==> src/rtl/ixa_pkg.sv <==
package ixa_pkg;

    localparam int ADDR_W = 9;
    localparam int LOW_W  = ADDR_W - 1;
    localparam int MODE_W = 5;

    localparam logic [1:0] OFS_LOW  = 2'd0;
    localparam logic [1:0] OFS_MODE = 2'd1;
    localparam logic [1:0] OFS_DATA = 2'd2;

    typedef enum logic [1:0] {
        SEL_CTRL = 2'd0,
        SEL_CONN = 2'd1,
        SEL_DMEM = 2'd2,
        SEL_RSVD = 2'd3
    } mem_sel_e;

    typedef enum logic [1:0] {
        STEP_HOLD = 2'd0,
        STEP_UP   = 2'd1,
        STEP_DOWN = 2'd2,
        STEP_RSVD = 2'd3
    } step_e;

    // packed from MSB: step[4:3], select[2:1], address bit 8 [0]
    typedef struct packed {
        step_e    step;
        mem_sel_e sel;
        logic     addr_hi;
    } mode_t;

    typedef enum logic [1:0] {
        SQ_IDLE  = 2'd0,
        SQ_FETCH = 2'd1,
        SQ_STORE = 2'd2
    } sq_state_e;

    function automatic logic [ADDR_W-1:0] step_addr(input logic [ADDR_W-1:0] a,
                                                     input step_e s);
        case (s)
            STEP_UP:   step_addr = a + 1'b1;
            STEP_DOWN: step_addr = a - 1'b1;
            default:   step_addr = a;
        endcase
    endfunction

    function automatic logic is_moving(input step_e s);
        is_moving = (s == STEP_UP) || (s == STEP_DOWN);
    endfunction

endpackage

==> src/rtl/ixa_hostregs.sv <==
module ixa_hostregs
    import ixa_pkg::*;
#(
    parameter int DATA_W = 8
) (
    input  logic              clk,
    input  logic              rst,
    input  logic              host_cs,
    input  logic              host_wr,
    input  logic [1:0]        host_ofs,
    input  logic [DATA_W-1:0] host_wdata,
    input  logic              busy,
    input  logic              adv,
    input  logic [DATA_W-1:0] rbuf,
    output logic [DATA_W-1:0] host_rdata,
    output mode_t             mode,
    output logic [ADDR_W-1:0] cur_addr,
    output logic              mode_wr_go,
    output logic              data_wr_go,
    output logic              data_rd_go
);

    logic [LOW_W-1:0] low_q;
    mode_t            mode_q;
    logic             accept;

    assign accept     = host_cs && !busy;
    assign mode_wr_go = accept && host_wr && (host_ofs == OFS_MODE);
    assign data_wr_go = accept && host_wr && (host_ofs == OFS_DATA);
    assign data_rd_go = accept && !host_wr && (host_ofs == OFS_DATA);

    always_ff @(posedge clk) begin
        if (rst) begin
            low_q  <= '0;
            mode_q <= '0;
        end else if (adv) begin
            {mode_q.addr_hi, low_q} <= step_addr({mode_q.addr_hi, low_q}, mode_q.step);
        end else if (accept && host_wr) begin
            case (host_ofs)
                OFS_LOW:  low_q  <= host_wdata[LOW_W-1:0];
                OFS_MODE: mode_q <= mode_t'(host_wdata[MODE_W-1:0]);
                default:  ;
            endcase
        end
    end

    always_comb begin
        host_rdata = '0;
        case (host_ofs)
            OFS_LOW:  host_rdata[LOW_W-1:0]  = low_q;
            OFS_MODE: host_rdata[MODE_W-1:0] = mode_q;
            OFS_DATA: host_rdata             = rbuf;
            default:  host_rdata             = '0;
        endcase
    end

    assign mode     = mode_q;
    assign cur_addr = {mode_q.addr_hi, low_q};

endmodule

==> src/rtl/ixa_seq.sv <==
module ixa_seq
    import ixa_pkg::*;
#(
    parameter int DATA_W = 8
) (
    input  logic              clk,
    input  logic              rst,
    input  logic              mode_wr_go,
    input  logic              data_wr_go,
    input  logic              data_rd_go,
    input  step_e             step,
    input  logic [DATA_W-1:0] host_wdata,
    input  logic              mem_ack,
    input  logic [DATA_W-1:0] mem_rdata,
    output logic              busy,
    output logic              mem_req,
    output logic              mem_we,
    output logic [DATA_W-1:0] mem_wdata,
    output logic [DATA_W-1:0] rbuf,
    output logic              adv
);

    sq_state_e         st_q;
    logic [DATA_W-1:0] wbuf_q;
    logic [DATA_W-1:0] rbuf_q;

    assign busy      = (st_q != SQ_IDLE);
    assign mem_req   = busy;
    assign mem_we    = (st_q == SQ_STORE);
    assign mem_wdata = wbuf_q;
    assign rbuf      = rbuf_q;
    assign adv       = data_rd_go || ((st_q == SQ_STORE) && mem_ack);

    always_ff @(posedge clk) begin
        if (rst) begin
            st_q   <= SQ_IDLE;
            wbuf_q <= '0;
            rbuf_q <= '0;
        end else begin
            case (st_q)
                SQ_IDLE: begin
                    if (mode_wr_go) begin
                        st_q <= SQ_FETCH;
                    end else if (data_wr_go) begin
                        wbuf_q <= host_wdata;
                        st_q   <= SQ_STORE;
                    end else if (data_rd_go && is_moving(step)) begin
                        st_q <= SQ_FETCH;
                    end
                end
                SQ_FETCH: begin
                    if (mem_ack) begin
                        rbuf_q <= mem_rdata;
                        st_q   <= SQ_IDLE;
                    end
                end
                SQ_STORE: begin
                    if (mem_ack) st_q <= SQ_FETCH;
                end
                default: st_q <= SQ_IDLE;
            endcase
        end
    end

endmodule

==> src/rtl/ixa_ctrl.sv <==
module ixa_ctrl
    import ixa_pkg::*;
#(
    parameter int DATA_W = 8
) (
    input  logic              clk,
    input  logic              rst,
    input  logic              host_cs,
    input  logic              host_wr,
    input  logic [1:0]        host_ofs,
    input  logic [DATA_W-1:0] host_wdata,
    output logic [DATA_W-1:0] host_rdata,
    output logic              busy,
    output logic              mem_req,
    output logic              mem_we,
    output logic [1:0]        mem_sel,
    output logic [8:0]        mem_addr,
    output logic [DATA_W-1:0] mem_wdata,
    input  logic              mem_ack,
    input  logic [DATA_W-1:0] mem_rdata
);

    mode_t             mode_q;
    logic [ADDR_W-1:0] cur_addr;
    logic              mode_wr_go;
    logic              data_wr_go;
    logic              data_rd_go;
    logic              adv;
    logic [DATA_W-1:0] rbuf;

    ixa_hostregs #(.DATA_W(DATA_W)) u_regs (
        .clk        (clk),
        .rst        (rst),
        .host_cs    (host_cs),
        .host_wr    (host_wr),
        .host_ofs   (host_ofs),
        .host_wdata (host_wdata),
        .busy       (busy),
        .adv        (adv),
        .rbuf       (rbuf),
        .host_rdata (host_rdata),
        .mode       (mode_q),
        .cur_addr   (cur_addr),
        .mode_wr_go (mode_wr_go),
        .data_wr_go (data_wr_go),
        .data_rd_go (data_rd_go)
    );

    ixa_seq #(.DATA_W(DATA_W)) u_seq (
        .clk        (clk),
        .rst        (rst),
        .mode_wr_go (mode_wr_go),
        .data_wr_go (data_wr_go),
        .data_rd_go (data_rd_go),
        .step       (mode_q.step),
        .host_wdata (host_wdata),
        .mem_ack    (mem_ack),
        .mem_rdata  (mem_rdata),
        .busy       (busy),
        .mem_req    (mem_req),
        .mem_we     (mem_we),
        .mem_wdata  (mem_wdata),
        .rbuf       (rbuf),
        .adv        (adv)
    );

    assign mem_addr = cur_addr;
    assign mem_sel  = mode_q.sel;

endmodule

==> config.mk <==
export PLATFORM = sky130hd
export DESIGN_NAME = ixa_ctrl
export DESIGN_NICKNAME = d
export VERILOG_FILES = /design/src/rtl/ixa_pkg.sv /design/src/rtl/ixa_hostregs.sv /design/src/rtl/ixa_seq.sv /design/src/rtl/ixa_ctrl.sv
export SDC_FILE = /design/constraint.sdc
export NUM_CORES = 1
export LEC_CHECK = 0
export BUFFER_PORTS_ARGS = -buffer_cell sky130_fd_sc_hd__buf_2
export CORE_MARGIN = 1.5
export CORE_UTILIZATION = 49
export CTS_BUF_LIST = sky130_fd_sc_hd__clkbuf_4 sky130_fd_sc_hd__clkbuf_8
export DETAILED_ROUTE_END_ITERATION = 10
export PLACE_DENSITY_LB_ADDON = 0.15
export REMOVE_ABC_BUFFERS = 1
export SLEW_MARGIN = 20
export SYNTH_ARGS = -nofsm -noshare
export SYNTH_HDL_FRONTEND = slang
export SYNTH_SLANG_ARGS = --single-unit
==> constraint.sdc <==
create_clock -name clk -period 2.6 [get_ports clk]
set_input_delay 0.52 -clock clk [delete_from_list [all_inputs] [get_ports clk]]
set_output_delay 0.52 -clock clk [all_outputs]
set_load 0.01 [all_outputs]
==> out/summary.md <==
• 0.256 — fraction of layout instances using a drive strength above 1
• 2560 ps — worst endpoint data arrival time
• 0 — setup violation total in the final timing report
• finished, final reports clean — run status
• 0.511 — effective utilization at floorplan
• 439 nW/µm² — cell area power density
• sky130_fd_sc_hd__dfxtp_1 (31), sky130_fd_sc_hd__nor2_1 (31), sky130_fd_sc_hd__mux2i_1 (30) — most frequent cells after synthesis
• 67.6 µm — width of the die
• register — type of destination of the critical path
• sky130_fd_sc_hd__dfxtp_1 (30%), sky130_fd_sc_hd__mux2i_1 (15%), sky130_fd_sc_hd__nor2_1 (5.7%) — largest cells by area after synthesis
• 2 — number of levels the H-tree was split into
• u_regs.mode[3] — startpoint of the most critical register-to-register path
• 0 — number of violations of the max-capacitance limit
• 0 — DRT antenna net count
• 8 — FF-to-FF path depth
• 210 ps — setup slack of the worst register-to-register path
• 22 — Worst Path Max Fanout
• 0.367 mV — largest voltage drop on the vdd net
• 573 ps — transition time of the tightest slew-check pin
• 1.11 nW — Leak
• primary input to register — class of the tightest hold or removal check
• 0 — Final Max Slew Viols
• 1686 — via count of the first global-routing pass
• 0.593 — end-of-flow core utilization
• mem_rdata[7] — launch point of the worst hold path
• 53 — Ports
• 300 ps — source-to-sink clock delay at the later pin of the worst-skew pair
• 0 — # Post-CTS Setup Buffers
• 4.99 mm — sum of routed wire length over all layers
• 4570 µm² — Die Footprint
• 31 — flops & latches, synth
• 70 ps — Worst-path clk slew
• 5 — cts bufs inserted
• 8.41 µm² — Syn Area/Cell
• 2280 µm² — Post-DP Area
• 1.04 mW — power consumption
• 31 — count of clock tree sinks
• 2390 ps — crit path time final
• 4 — count of TritonRoute iterations in the first routing pass
• 0.617 — Slew Limit Headroom
• 2370 µm² — Final Instance Area
• 5.58 — routed vias/inst
• 2 — buffers from clock root to sink, at most
• 14.7 µm — routed wire length per instance
• 0 — count of flip-flops with a built-in enable after synthesis
• 1891 — DR vias
• 2770 ps — required time of the worst setup path
• 32 — maximum number of pins on one net before global-route repair
• 0.245 — GRT Util Overall
• 8.18 mm — first-pass GRT wire length
• 52 — Port Buf Inserts
• 0 — warnings from Yosys
• 243 — gate count of the mapped netlist
• 4000 µm² — placeable core region
• 16.1% — area added between synthesis and finish
• sky130_fd_sc_hd__clkbuf_8 — Root Buffer
• sky130_fd_sc_hd__dfxtp_1 — predominant post-synthesis flop cell
• 2040 µm² — cell area after technology mapping
• 5.31 ps — clock skew after layout
• 0 — count of unresolved DRC violations after routing
• no — RSZ-0062 raised after global routing
• 0.418 GHz — f_max
• 0.920 — final period utilization
• 0 — antenna violations before repair
• u_regs.cur_addr[8] — reg-to-reg critical path endpoint
• 0 — ys async rst share
• 0.870 — placer congestion estimate
• 0 — overflow left after global routing
• 3.60 mm — total half-perimeter wirelength after legalization and detailed placement
• 0.304 — post-synthesis sequential area ratio
• register to register — critical setup path kind
• 67.6 µm — vertical die dimension
• 0.304 — proportion of netlist area held by the largest area contributor
• 85 — count of routing violations after the opening detailed-route iteration
• 314 — final-stage net count
• 23 — Std-Cell Rows
• built — CTS tree
• 0 — final antenna diode count
• 0 — Final Hold Fails
• register — element type at the critical path start
• sky130_fd_sc_hd__dfxtp_1 — biggest area consumer among synthesized cells
• u_seq.rbuf[7] — destination of the worst hold path
• 3 — Hold Crit Depth
• 56 — number of distinct library cells after synthesis
==> cell usage in the layout (no fill, tap or decap), types with 2 or more instances in the layout <==
cell type | Yosys | final
sky130_fd_sc_hd__and4b_1 | 2 | 2
sky130_fd_sc_hd__o21ai_0 | 12 | 12
sky130_fd_sc_hd__nand2_1 | 12 | 12
sky130_fd_sc_hd__nor3_1 | 7 | 7
sky130_fd_sc_hd__o211ai_1 | 2 | 2
sky130_fd_sc_hd__o31ai_1 | 2 | 2
sky130_fd_sc_hd__and4_1 | 2 | 2
sky130_fd_sc_hd__nand2b_1 | 4 | 4
sky130_fd_sc_hd__inv_1 | 10 | 10
sky130_fd_sc_hd__mux2_2 | 2 | 2
sky130_fd_sc_hd__a21oi_1 | 7 | 7
sky130_fd_sc_hd__clkbuf_8 | 0 | 5
sky130_fd_sc_hd__a31oi_1 | 2 | 2
sky130_fd_sc_hd__dfxtp_1 | 31 | 31
sky130_fd_sc_hd__a211oi_1 | 6 | 6
sky130_fd_sc_hd__clkinvlp_4 | 0 | 2
sky130_fd_sc_hd__ha_1 | 3 | 3
sky130_fd_sc_hd__nor4b_1 | 3 | 3
sky130_fd_sc_hd__xnor2_1 | 4 | 4
sky130_fd_sc_hd__o21a_1 | 2 | 2
sky130_fd_sc_hd__mux2i_1 | 30 | 30
sky130_fd_sc_hd__and3_1 | 2 | 2
sky130_fd_sc_hd__nor2_1 | 31 | 31
sky130_fd_sc_hd__nor2b_1 | 2 | 2
sky130_fd_sc_hd__a21o_1 | 4 | 4
sky130_fd_sc_hd__nor4_1 | 3 | 3
sky130_fd_sc_hd__xor2_1 | 4 | 4
sky130_fd_sc_hd__buf_4 | 5 | 8
sky130_fd_sc_hd__buf_2 | 6 | 52
sky130_fd_sc_hd__o21ai_1 | 4 | 4
sky130_fd_sc_hd__nand3b_1 | 5 | 5
==> report_power, final <==
part	leakage, nW	switching [mW]	internal [mW]
logic	0.815	0.0840	0.0666
clock network	0.0402	0.200	0.186
registers	0.251	0.0163	0.488
total	1.11	0.301	0.741
==> cell families after synthesis <==
kind of cell,Yosys count,synth area share
simple gates,82,0.215
compound gates,54,0.175
mux,33,0.165
buf+inv,32,0.0887
flops,31,0.304
xor+xnor,8,0.0343
fa+ha+maj,3,0.0184
==> timing repair <==
action	CTS	global route
hold buffers	0	0
gates resized for setup	0	1
setup endpoints to repair	0	1
==> worst max-delay path, cell delays in order, from the launching register on <==
cell and delay [ps]:
sky130_fd_sc_hd__dfxtp_1 340, sky130_fd_sc_hd__inv_1 60, sky130_fd_sc_hd__ha_1 220, sky130_fd_sc_hd__buf_4 210, sky130_fd_sc_hd__and3b_1 180, sky130_fd_sc_hd__or4_4 570, sky130_fd_sc_hd__a21o_1 190, sky130_fd_sc_hd__a2111oi_1 410
sky130_fd_sc_hd__nor3_1 90
==> sequential cells by signal, summed over array words and instances (netlist names) <==
| register | flops |
|---|---|
| u_regs.cur_addr | 1 |
| u_regs.low_q | 8 |
| u_regs.mode | 4 |
| u_seq.mem_wdata | 8 |
| u_seq.rbuf | 8 |
| u_seq.st_q | 2 |
==> how the worst max path moves through the flow <==
| stage | start | to | slack [ps] | cells past startpoint |
|---|---|---|---|---|
| after floorplan | u_regs.mode[3] | u_regs.low_q[6] | -7 | 9 |
| after global placement | u_regs.mode[3] | u_regs.cur_addr[8] | 250 | 8 |
| after detailed placement | u_regs.mode[3] | u_regs.cur_addr[8] | 210 | 8 |
| after CTS | u_regs.mode[3] | u_regs.cur_addr[8] | 190 | 8 |
| after global routing | u_regs.mode[3] | u_regs.low_q[6] | 40 | 9 |
| final | u_regs.mode[3] | u_regs.cur_addr[8] | 210 | 8 |
==> per-stage QoR <==
stage               instances  TNS (ps)  hold slack [ps]  worst slack, ps
CTS                       339         0              445              190
finish                    339         0              451              208
global placement          331         0              467              250
floorplan                 221     -6.52              463            -6.52
detailed placement        331         0              478              210
global route              339         0              460             40.0
==> metal layers <==
metal,track usage,wire (µm)
met5,0,0
met4,0.0893,73
met3,0.0650,297
met2,0.390,2260
met1,0.315,2360
==> area by class of cell <==
cell class	count	area (µm²)
repair buffers	60	320
clock inverters	3	20.0
inverters	10	37.5
clock buffers	5	68.8
well taps	50	62.6
flip-flops and latches	31	621
fillers	376	1630
multi-input cells	180	1240
Note: power is estimated with default switching activity, not from simulation.
